===== src/rtl/cadd_pkg.sv =====
package cadd_pkg;
  typedef enum logic [1:0] {
    RND_TRUNC = 2'b00,
    RND_POS   = 2'b01,
    RND_NEG   = 2'b10,
    RND_RSVD  = 2'b11
  } rnd_mode_e;
endpackage


===== src/rtl/cadd_recode.sv =====
// Half-adder row: bitwise sum and shifted carry vectors.
// Bit 0 of the sum vector is saved, then forced high.
module cadd_recode #(
  parameter int W = 64
) (
  input  logic [W-1:0] a_i,
  input  logic [W-1:0] b_i,
  output logic [W-1:0] xs_o,
  output logic [W-1:0] cv_o,
  output logic         lsb_par_o,
  output logic         top_carry_o
);
  logic [W-1:0] bit_sum;
  logic [W-1:0] bit_carry;

  assign bit_sum     = a_i ^ b_i;
  assign bit_carry   = a_i & b_i;
  assign xs_o        = {bit_sum[W-1:1], 1'b1};
  assign cv_o        = {bit_carry[W-2:0], 1'b0};
  assign lsb_par_o   = bit_sum[0];
  assign top_carry_o = bit_carry[W-1];
endmodule


===== src/rtl/cadd_section.sv =====
// One adder section: sum with carry-in 0 and with carry-in 1,
// plus group generate and propagate for the lookahead stage.
module cadd_section #(
  parameter int SW = 16
) (
  input  logic [SW-1:0] x_i,
  input  logic [SW-1:0] y_i,
  output logic [SW-1:0] s0_o,
  output logic [SW-1:0] s1_o,
  output logic          grp_g_o,
  output logic          grp_p_o
);
  logic [SW-1:0] gen;
  logic [SW-1:0] prop;
  logic [SW:0]   gcum;
  logic [SW:0]   pcum;

  assign gen  = x_i & y_i;
  assign prop = x_i ^ y_i;

  always_comb begin
    gcum[0] = 1'b0;
    pcum[0] = 1'b1;
    for (int k = 0; k < SW; k++) begin
      gcum[k+1] = gen[k] | (prop[k] & gcum[k]);
      pcum[k+1] = prop[k] & pcum[k];
    end
    for (int k = 0; k < SW; k++) begin
      s0_o[k] = prop[k] ^ gcum[k];
      s1_o[k] = prop[k] ^ (gcum[k] | pcum[k]);
    end
  end

  assign grp_g_o = gcum[SW];
  assign grp_p_o = pcum[SW];
endmodule


===== src/rtl/cadd_lookahead.sv =====
// Flat lookahead across sections. For every section it gives the
// carry-in for an overall carry-in of 0 and for one of 1.
module cadd_lookahead #(
  parameter int NS = 4
) (
  input  logic [NS-1:0] grp_g_i,
  input  logic [NS-1:0] grp_p_i,
  output logic [NS:0]   cin0_o,
  output logic [NS:0]   cin1_o
);
  always_comb begin
    for (int i = 0; i <= NS; i++) begin
      logic gsum;
      logic pall;
      gsum = 1'b0;
      pall = 1'b1;
      for (int j = i - 1; j >= 0; j--) begin
        gsum = gsum | (grp_g_i[j] & pall);
        pall = pall & grp_p_i[j];
      end
      cin0_o[i] = gsum;
      cin1_o[i] = gsum | pall;
    end
  end
endmodule


===== src/rtl/cadd_round_sel.sv =====
// Directed-rounding choice among the three compound results.
module cadd_round_sel
  import cadd_pkg::*;
#(
  parameter int W = 64
) (
  input  logic [W:0] sum_i,
  input  logic [W:0] inc1_i,
  input  logic [W:0] inc2_i,
  input  logic       guard_i,
  input  logic       round_i,
  input  logic       sticky_i,
  input  logic       sign_i,
  input  logic [1:0] mode_i,
  output logic [W:0] rnd_o
);
  rnd_mode_e mode;
  logic      toward_sign;
  logic      inexact_or_odd;
  logic      ovf;

  assign mode           = rnd_mode_e'(mode_i);
  assign toward_sign    = ((mode == RND_POS) && !sign_i) ||
                          ((mode == RND_NEG) &&  sign_i);
  assign inexact_or_odd = sum_i[0] | guard_i | round_i | sticky_i;
  assign ovf            = sum_i[W];

  always_comb begin
    if (toward_sign && inexact_or_odd) begin
      rnd_o = ovf ? inc2_i : inc1_i;
    end else begin
      rnd_o = sum_i;
    end
  end
endmodule


===== src/rtl/compound_adder.sv =====
module compound_adder #(
  parameter int DATA_W = 64,
  parameter int SECT_W = 16
) (
  input  logic              in_valid_i,
  output logic              in_ready_i,
  input  logic [DATA_W-1:0] a_i,
  input  logic [DATA_W-1:0] b_i,
  input  logic              guard_i,
  input  logic              round_i,
  input  logic              sticky_i,
  input  logic              sign_i,
  input  logic [1:0]        mode_i,
  output logic              out_valid_o,
  input  logic              out_ready_i,
  output logic [DATA_W-1:0] sum_o,
  output logic              sum_co_o,
  output logic [DATA_W-1:0] inc1_o,
  output logic              inc1_co_o,
  output logic [DATA_W-1:0] inc2_o,
  output logic              inc2_co_o,
  output logic [DATA_W-1:0] rnd_o,
  output logic              rnd_co_o
);
  localparam int NSECT = DATA_W / SECT_W;

  logic [DATA_W-1:0] xs;
  logic [DATA_W-1:0] cv;
  logic              lsb_par;
  logic              top_carry;
  logic [NSECT-1:0]  grp_g;
  logic [NSECT-1:0]  grp_p;
  logic [NSECT:0]    cin0;
  logic [NSECT:0]    cin1;
  logic [DATA_W-1:0] core0;
  logic [DATA_W-1:0] core1;
  logic              co0;
  logic              co1;
  logic [DATA_W:0]   res_sum;
  logic [DATA_W:0]   res_inc1;
  logic [DATA_W:0]   res_inc2;
  logic [DATA_W:0]   res_rnd;

  // stream pass-through: no storage, same-cycle handshake
  assign out_valid_o = in_valid_i;
  assign in_ready_i  = out_ready_i;

  cadd_recode #(.W(DATA_W)) u_recode (
    .a_i         (a_i),
    .b_i         (b_i),
    .xs_o        (xs),
    .cv_o        (cv),
    .lsb_par_o   (lsb_par),
    .top_carry_o (top_carry)
  );

  for (genvar gi = 0; gi < NSECT; gi++) begin : g_sect
    logic [SECT_W-1:0] s0;
    logic [SECT_W-1:0] s1;

    cadd_section #(.SW(SECT_W)) u_sect (
      .x_i     (xs[gi*SECT_W +: SECT_W]),
      .y_i     (cv[gi*SECT_W +: SECT_W]),
      .s0_o    (s0),
      .s1_o    (s1),
      .grp_g_o (grp_g[gi]),
      .grp_p_o (grp_p[gi])
    );

    assign core0[gi*SECT_W +: SECT_W] = cin0[gi] ? s1 : s0;
    assign core1[gi*SECT_W +: SECT_W] = cin1[gi] ? s1 : s0;
  end

  cadd_lookahead #(.NS(NSECT)) u_cla (
    .grp_g_i (grp_g),
    .grp_p_i (grp_p),
    .cin0_o  (cin0),
    .cin1_o  (cin1)
  );

  // The carry shifted out of the carry vector adds back at weight 2^N.
  // XOR keeps the results modulo 2^(N+1), so all-ones + all-ones + 2 wraps.
  assign co0 = top_carry ^ cin0[NSECT];
  assign co1 = top_carry ^ cin1[NSECT];

  // bit 0 fix-up
  always_comb begin
    if (lsb_par) begin
      // core outputs are A+B and A+B+1
      res_sum  = {co0, core0};
      res_inc1 = {co1, core1};
      res_inc2 = {co1, core1[DATA_W-1:1], 1'b1};
    end else begin
      // core outputs are A+B+1 and A+B+2
      res_sum  = {co0, core0[DATA_W-1:1], 1'b0};
      res_inc1 = {co0, core0};
      res_inc2 = {co1, core1};
    end
  end

  cadd_round_sel #(.W(DATA_W)) u_rsel (
    .sum_i    (res_sum),
    .inc1_i   (res_inc1),
    .inc2_i   (res_inc2),
    .guard_i  (guard_i),
    .round_i  (round_i),
    .sticky_i (sticky_i),
    .sign_i   (sign_i),
    .mode_i   (mode_i),
    .rnd_o    (res_rnd)
  );

  assign {sum_co_o,  sum_o}  = res_sum;
  assign {inc1_co_o, inc1_o} = res_inc1;
  assign {inc2_co_o, inc2_o} = res_inc2;
  assign {rnd_co_o,  rnd_o}  = res_rnd;
endmodule


===== config.mk =====
export PLATFORM = sky130hd
export DESIGN_NAME = compound_adder
export DESIGN_NICKNAME = d
export VERILOG_FILES = /design/src/rtl/cadd_pkg.sv /design/src/rtl/cadd_recode.sv /design/src/rtl/cadd_section.sv /design/src/rtl/cadd_lookahead.sv /design/src/rtl/cadd_round_sel.sv /design/src/rtl/compound_adder.sv
export SDC_FILE = /design/constraint.sdc
export NUM_CORES = 1
export LEC_CHECK = 0
export ABC_AREA = 1
export BUFFER_PORTS_ARGS = -buffer_cell sky130_fd_sc_hd__buf_4
export CORE_AREA = 5 5 152 154
export DETAILED_ROUTE_END_ITERATION = 8
export DIE_AREA = 0 0 157 159
export PLACE_DENSITY_LB_ADDON = 0.25
export SLEW_MARGIN = 20
export SYNTH_ARGS = -nofsm -noshare
export SYNTH_HDL_FRONTEND = slang
export SYNTH_SLANG_ARGS = --single-unit

===== constraint.sdc =====
create_clock -name vclk -period 11.79
set_input_delay 1.179 -clock vclk [all_inputs]
set_output_delay 1.179 -clock vclk [all_outputs]
set_load 0.03 [all_outputs]

# [Word-level counts from Yosys, hierarchy flattened]
# Cells that the tools add are included.
[op_classes] n_eq_ne=2 n_mux=11 n_bitwise=401 n_reduce_logical=5
[ops] cell="65-bit 2-to-1 mux" n=3
[ops] cell="1-bit bitwise OR" n=133
[ops] cell="1-bit AND" n=132
[ops] cell="1-bit bitwise XOR" n=122
[ops] cell="16-bit 2-to-1 mux" n=6
[ops] cell="16-bit AND" n=4
[ops] cell="64-bit AND" n=1
[ops] cell="16-bit bitwise XOR" n=4
[ops] cell="64-bit bitwise XOR" n=1
[ops] cell="1-bit inverter" n=4
[ops] cell="1-bit logical AND" n=3
[ops] cell="2-bit by 1-bit == test with 1-bit output (second input constant)" n=1
[ops] cell="2-bit == test (second input constant)" n=1
[ops] cell="1-bit 2-to-1 mux" n=2
[ops] cell="1-bit zero test" n=1
[ops] cell="1-bit logical OR" n=1
[word_totals] ff_bits=0 inputBits=136 output_inout_bits=262 wordCells=419

# [Depth between registers and ports, before layout]
[depth] depth_word=41 depth_mapped=30 depth_no_buf=30

# [By module]
# A second synthesis with hierarchy kept.
[unflattened] cells_unflattened=1664 area_unflattened_um2=10010.9
[by_module_without_submodules] mod="cadd_section" instances=4 cells_per_inst=93 area_each_um2=902.1 seq_area_each_um2=0.0
[by_module_without_submodules] mod="compound_adder" instances=1 cells_per_inst=767 area_each_um2=3552.2 seq_area_each_um2=0.0
[by_module_without_submodules] mod="cadd_round_sel" instances=1 cells_per_inst=434 area_each_um2=1896.8 seq_area_each_um2=0.0
[by_module_without_submodules] mod="cadd_recode" instances=1 cells_per_inst=68 area_each_um2=823.3 seq_area_each_um2=0.0
[by_module_without_submodules] mod="cadd_lookahead" instances=1 cells_per_inst=23 area_each_um2=130.1 seq_area_each_um2=0.0

# [Worst setup path after synthesis]
# Ideal clock, no wire load.
[synth_timing] path_kind="input -> output" start="in a_i[16]" end="out inc1_o[62]" arrival_ns=9.629 required_time_ns=10.611 path_slack_ns=0.982 cell_stages=25 n_path_buf=0 cell_sequence="ha_1 -> ha_1 -> fa_1 -> fa_1 -> inv_1 -> fa_1 -> fa_1 -> fa_1 -> fa_1 -> fa_1 -> fa_1 -> fa_1 -> fa_1 -> fa_1 -> fa_1 -> fa_1 -> fa_1 -> inv_1 -> fa_1 -> nor2_1 -> nand2_1 -> nand2_2 -> o21ai_0 -> nor2_1 -> a21oi_1"
[synth_between] word_cells_on_any_way=59 classes_between="3 x mux; 56 x bitwise"
[synth_lines] element="from (decl)" line="compound_adder.sv:7" rtl="input logic [DATA_W-1:0] a_i,"
[synth_lines] element="64-bit AND / 64-bit bitwise XOR (equally long branches)" line="cadd_recode.sv:17, cadd_recode.sv:16"
[synth_lines] element="16-bit bitwise XOR / 16-bit AND (equally long branches)" line="cadd_section.sv:19, cadd_section.sv:18"
[synth_lines] element="1-bit AND" line="cadd_section.sv:25" rtl="gcum[k+1] = gen[k] | (prop[k] & gcum[k]);"
[synth_lines] element="1-bit bitwise OR" line="cadd_section.sv:25"
[synth_lines] element="1-bit AND" line="cadd_section.sv:25"
[synth_lines] element="1-bit bitwise OR" line="cadd_section.sv:25"
[synth_lines] element="1-bit AND" line="cadd_section.sv:25"
[synth_lines] element="1-bit bitwise OR" line="cadd_section.sv:25"
[synth_lines] element="[... 22 more ...]"
[synth_lines] element="1-bit AND" line="cadd_section.sv:25"
[synth_lines] element="1-bit bitwise OR" line="cadd_section.sv:25"
[synth_lines] element="1-bit AND" line="cadd_lookahead.sv:18" rtl="gsum = gsum | (grp_g_i[j] & pall);"
[synth_lines] element="1-bit bitwise OR" line="cadd_lookahead.sv:18"
[synth_lines] element="1-bit bitwise OR (*)" line="cadd_lookahead.sv:18"
[synth_lines] element="16-bit 2-to-1 mux (*)" line="compound_adder.sv:70" rtl="assign core0[gi*SECT_W +: SECT_W] = cin0[gi] ? s1 : s0;"
[synth_lines] element="net sum_o[62]" line="compound_adder.sv:16" rtl="output logic [DATA_W-1:0] sum_o,"
[synth_lines] element="65-bit 2-to-1 mux (*)" line="compound_adder.sv:88" rtl="if (lsb_par) begin"
[synth_lines] element="to (decl)" line="compound_adder.sv:18" rtl="output logic [DATA_W-1:0] inc1_o,"
# Mark *: on every way through the listed nets, which the timed path passes. The rest lies on a longest branch.

# [Worst setup path after layout]
[layout_timing] start="in a_i[48]" end="out rnd_o[1]"
[layout_between] elab_chain_len=38 word_cells_on_any_way=60 classes_between="2 x mux; 58 x bitwise"
[layout_lines] element="64-bit AND / 64-bit bitwise XOR (equally long branches)" line="cadd_recode.sv:17, cadd_recode.sv:16"
[layout_lines] element="16-bit bitwise XOR / 16-bit AND (equally long branches)" line="cadd_section.sv:19, cadd_section.sv:18"
[layout_lines] element="1-bit AND" line="cadd_section.sv:25"
[layout_lines] element="1-bit bitwise OR" line="cadd_section.sv:25"
[layout_lines] element="1-bit AND" line="cadd_section.sv:25"
[layout_lines] element="1-bit bitwise OR" line="cadd_section.sv:25"
[layout_lines] element="1-bit AND" line="cadd_section.sv:25"
[layout_lines] element="1-bit bitwise OR" line="cadd_section.sv:25"
[layout_lines] element="[... 21 more ...]"
[layout_lines] element="1-bit bitwise OR" line="cadd_section.sv:25"
[layout_lines] element="1-bit AND" line="cadd_section.sv:25"
[layout_lines] element="1-bit bitwise OR" line="cadd_section.sv:25"
[layout_lines] element="1-bit bitwise OR (2 in series)" line="cadd_lookahead.sv:18"
[layout_lines] element="1-bit bitwise OR (*)" line="cadd_lookahead.sv:18"
[layout_lines] element="1-bit bitwise XOR (*)" line="compound_adder.sv:83" rtl="assign co0 = top_carry ^ cin0[NSECT];"
[layout_lines] element="65-bit 2-to-1 mux (*)" line="cadd_round_sel.sv:30" rtl="rnd_o = ovf ? inc2_i : inc1_i;"
[layout_lines] element="65-bit 2-to-1 mux (*)" line="cadd_round_sel.sv:29" rtl="if (toward_sign && inexact_or_odd) begin"
[layout_lines] element="to (decl)" line="compound_adder.sv:22" rtl="output logic [DATA_W-1:0] rnd_o,"
# Mark *: on every way between the ends. The rest lies on a longest branch, timed or not.

==> out/metrics.cfg <==
[outcome]
status = complete, no violations

[floorplan]
die_area_um2 = 24960
io_pins = 398
core_area_um2 = 21550
dieHeight_um = 159
rows = 54
die_x_um = 157
initial_core_util_pct = 39.93

[worst_setup_path]
cp_slowest_cell = fa_1
crit_path_max_fanout = 25
cp_top_family = adder cells
cp.required_ps = 10610
end_kind = primary output
slowest_delay_ps = 510
path_class = in2out
startpoint_type = input pin
arrival_ps = 10090
critPathBufInv = 4
worst_path_most_repeated_cell = fa_1

[timing]
min_period_ps = 11270
setup_viol = 0
max_freq_ghz = 0.08875
period_share_pct = 95.57
tns_ps = 0
maxSlewViolCount = 0
setup_ws_ps = 522.9
slew_headroom_pct = 39.03
worst_pin_slew_ps = 913.5
finalHoldViolCount = 0
grt_setup_unrepaired = no

[route]
drtIter0Drc = 337
drt-total-wl_mm = 31.05
ant_nets = 0
drc_errors = 0
vias_per_cell = 4.796
wl_per_cell_um = 15.26
dr.pass1.iters = 6
vias = 9760

[hold_path]
hold_depth = 0
holdPathEnd = out_valid_o
hp-start = in_valid_i
hold_class = in2out

[power_and_ir_drop]
seq_power_share_pct = 0
power_density_nw_per_um2 = 160.0
p_sw_share_pct = 66.10
combPwrFrac_pct = 100.0
p_clk_share_pct = 0
internal_power_mw = 0.6347
p_switching_mw = 1.237
leakage_nw = 7.127
ir_drop_v = 0.0001028

[grt]
grt_pass1_wl_mm = 49.78
grt_pass1_vias = 9875
antenna_found_initial = 1
track_usage_pct = 23.84
grt_max_degree = 66
grt_overflow = 0

[cells_and_area]
seq_cells = 0
syn_to_final_growth_pct = 35.96
regArea_um2 = 0
n_fill_cell = 2171
nets = 2082
n_clock_buffer = 0
drive_above_1_share_pct = 27.54

[clocking]
ctsHoldBuffers = 0

[synth]
synth_top_area_share_pct = 19.37
yosysTopAreaCell = nand2_1
ys_seq_area_share_pct = 0
synth_cell_types = 36
synth_common_cells = nand2_1 (444), inv_1 (317), ha_1 (131)
synth_nets = 1733
syn_area_per_cell_um2 = 6.116
ys_warn_count = 0
ys_top_cells_by_area = nand2_1 (19%), ha_1 (19%), inv_1 (14%), fa_1 (14%), o21ai_0 (5.4%)
synth_cells = 1407
synth_most_common_cell = nand2_1
syn-cell-area_um2 = 8606

[placed_design]
globalplace.congestion = 0.8684
place_ws_ps = 501.7
dpl.hpwl_mm = 26.37
io_buffer_count = 394

[flow_run]
cap_violations = 0

==> area by class of cell <==
class	instances	area (µm²)	area share, %
diodes	1	2.502	0.02139
inverters	319	1199	10.24
multi-input cells	1030	7096	60.65
well taps	280	350.3	2.994
repair buffers	405	3053	26.09
==> how the worst max path moves through the flow <==
stage,from,end,slack [ps],cells after the start
2_1_floorplan,a_i[16],inc1_o[62],980,25
3_3_place_gp,b_i[1],rnd_o[16],590,29
3_5_place_dp,b_i[1],rnd_o[1],500,31
4_1_cts,b_i[1],rnd_o[1],480,31
5_1_grt,a_i[1],rnd_o[1],100,31
6_report,a_i[48],rnd_o[1],520,29
==> cells in the final DEF (no fill, tap or decap), types with 6 or more instances in the layout <==
cell | synthesis | final
nand2_1 | 444 | 444
buf_4 | 10 | 404
inv_1 | 317 | 316
ha_1 | 131 | 130
o21ai_0 | 93 | 92
nand3_1 | 82 | 82
fa_1 | 59 | 58
xor2_1 | 52 | 52
nor2_1 | 33 | 32
o211ai_2 | 21 | 21
a21oi_1 | 20 | 20
xnor2_1 | 11 | 11
o21ai_2 | 10 | 10
o21a_1 | 9 | 9
o21ai_1 | 8 | 9
or2_2 | 9 | 9
nand3_2 | 7 | 7
nand4_1 | 7 | 7
nor2_2 | 7 | 7
nand2_4 | 5 | 6
==> power by group through the flow <==
stage	registers [mW]	logic (mW)	clock network (mW)
4_1_cts	0	1.88	0
2_1_floorplan	0	1.23	0
3_5_place_dp	0	1.88	0
3_3_place_gp	0	1.86	0
6_report	0	1.87	0.0000000114
5_1_grt	0	2.03	0.0000000113
==> cell families after synthesis <==
family | count (synthesis) | share of synthesized area, %
simple gates | 610 | 30.63
buf+inv | 377 | 17.75
fa+ha+maj | 190 | 32.77
compound gates | 167 | 12.43
xor+xnor | 63 | 6.412
==> metal layers <==
layer | global-route usage, % | vias to the layer above | part of all wire (%) | wire (µm)
met2 | 43.44 | 377 | 49 | 15150
met1 | 28.82 | 4386 | 40 | 12320
li1 | - | 4940 | - | -
met3 | 3.153 | 57 | 8.0 | 2483
met5 | 0 | - | 0 | 0
met4 | 7.179 | 0 | 3.5 | 1093
==> timing repair <==
action,CTS,global route
endpoints found under the hold margin,0,0
buffers inserted,0,0
endpoints found under the setup margin,0,16
resized for setup,0,3
==> per-stage QoR <==
step                area [µm²]  total power, mW  util [%]  hold slack (ps)  cells
global route             11700            2.029     54.28             2358   2035
CTS                      11690            1.884     54.23             2358   2034
detailed placement       11690            1.878     54.23             2358   2034
global placement         11690            1.863     54.23             2358   2034
floorplan                 8606            1.232         -             2490   1407
finish                   11700            1.872     54.28             2358   2035
Power figures use the tool's default switching activity.
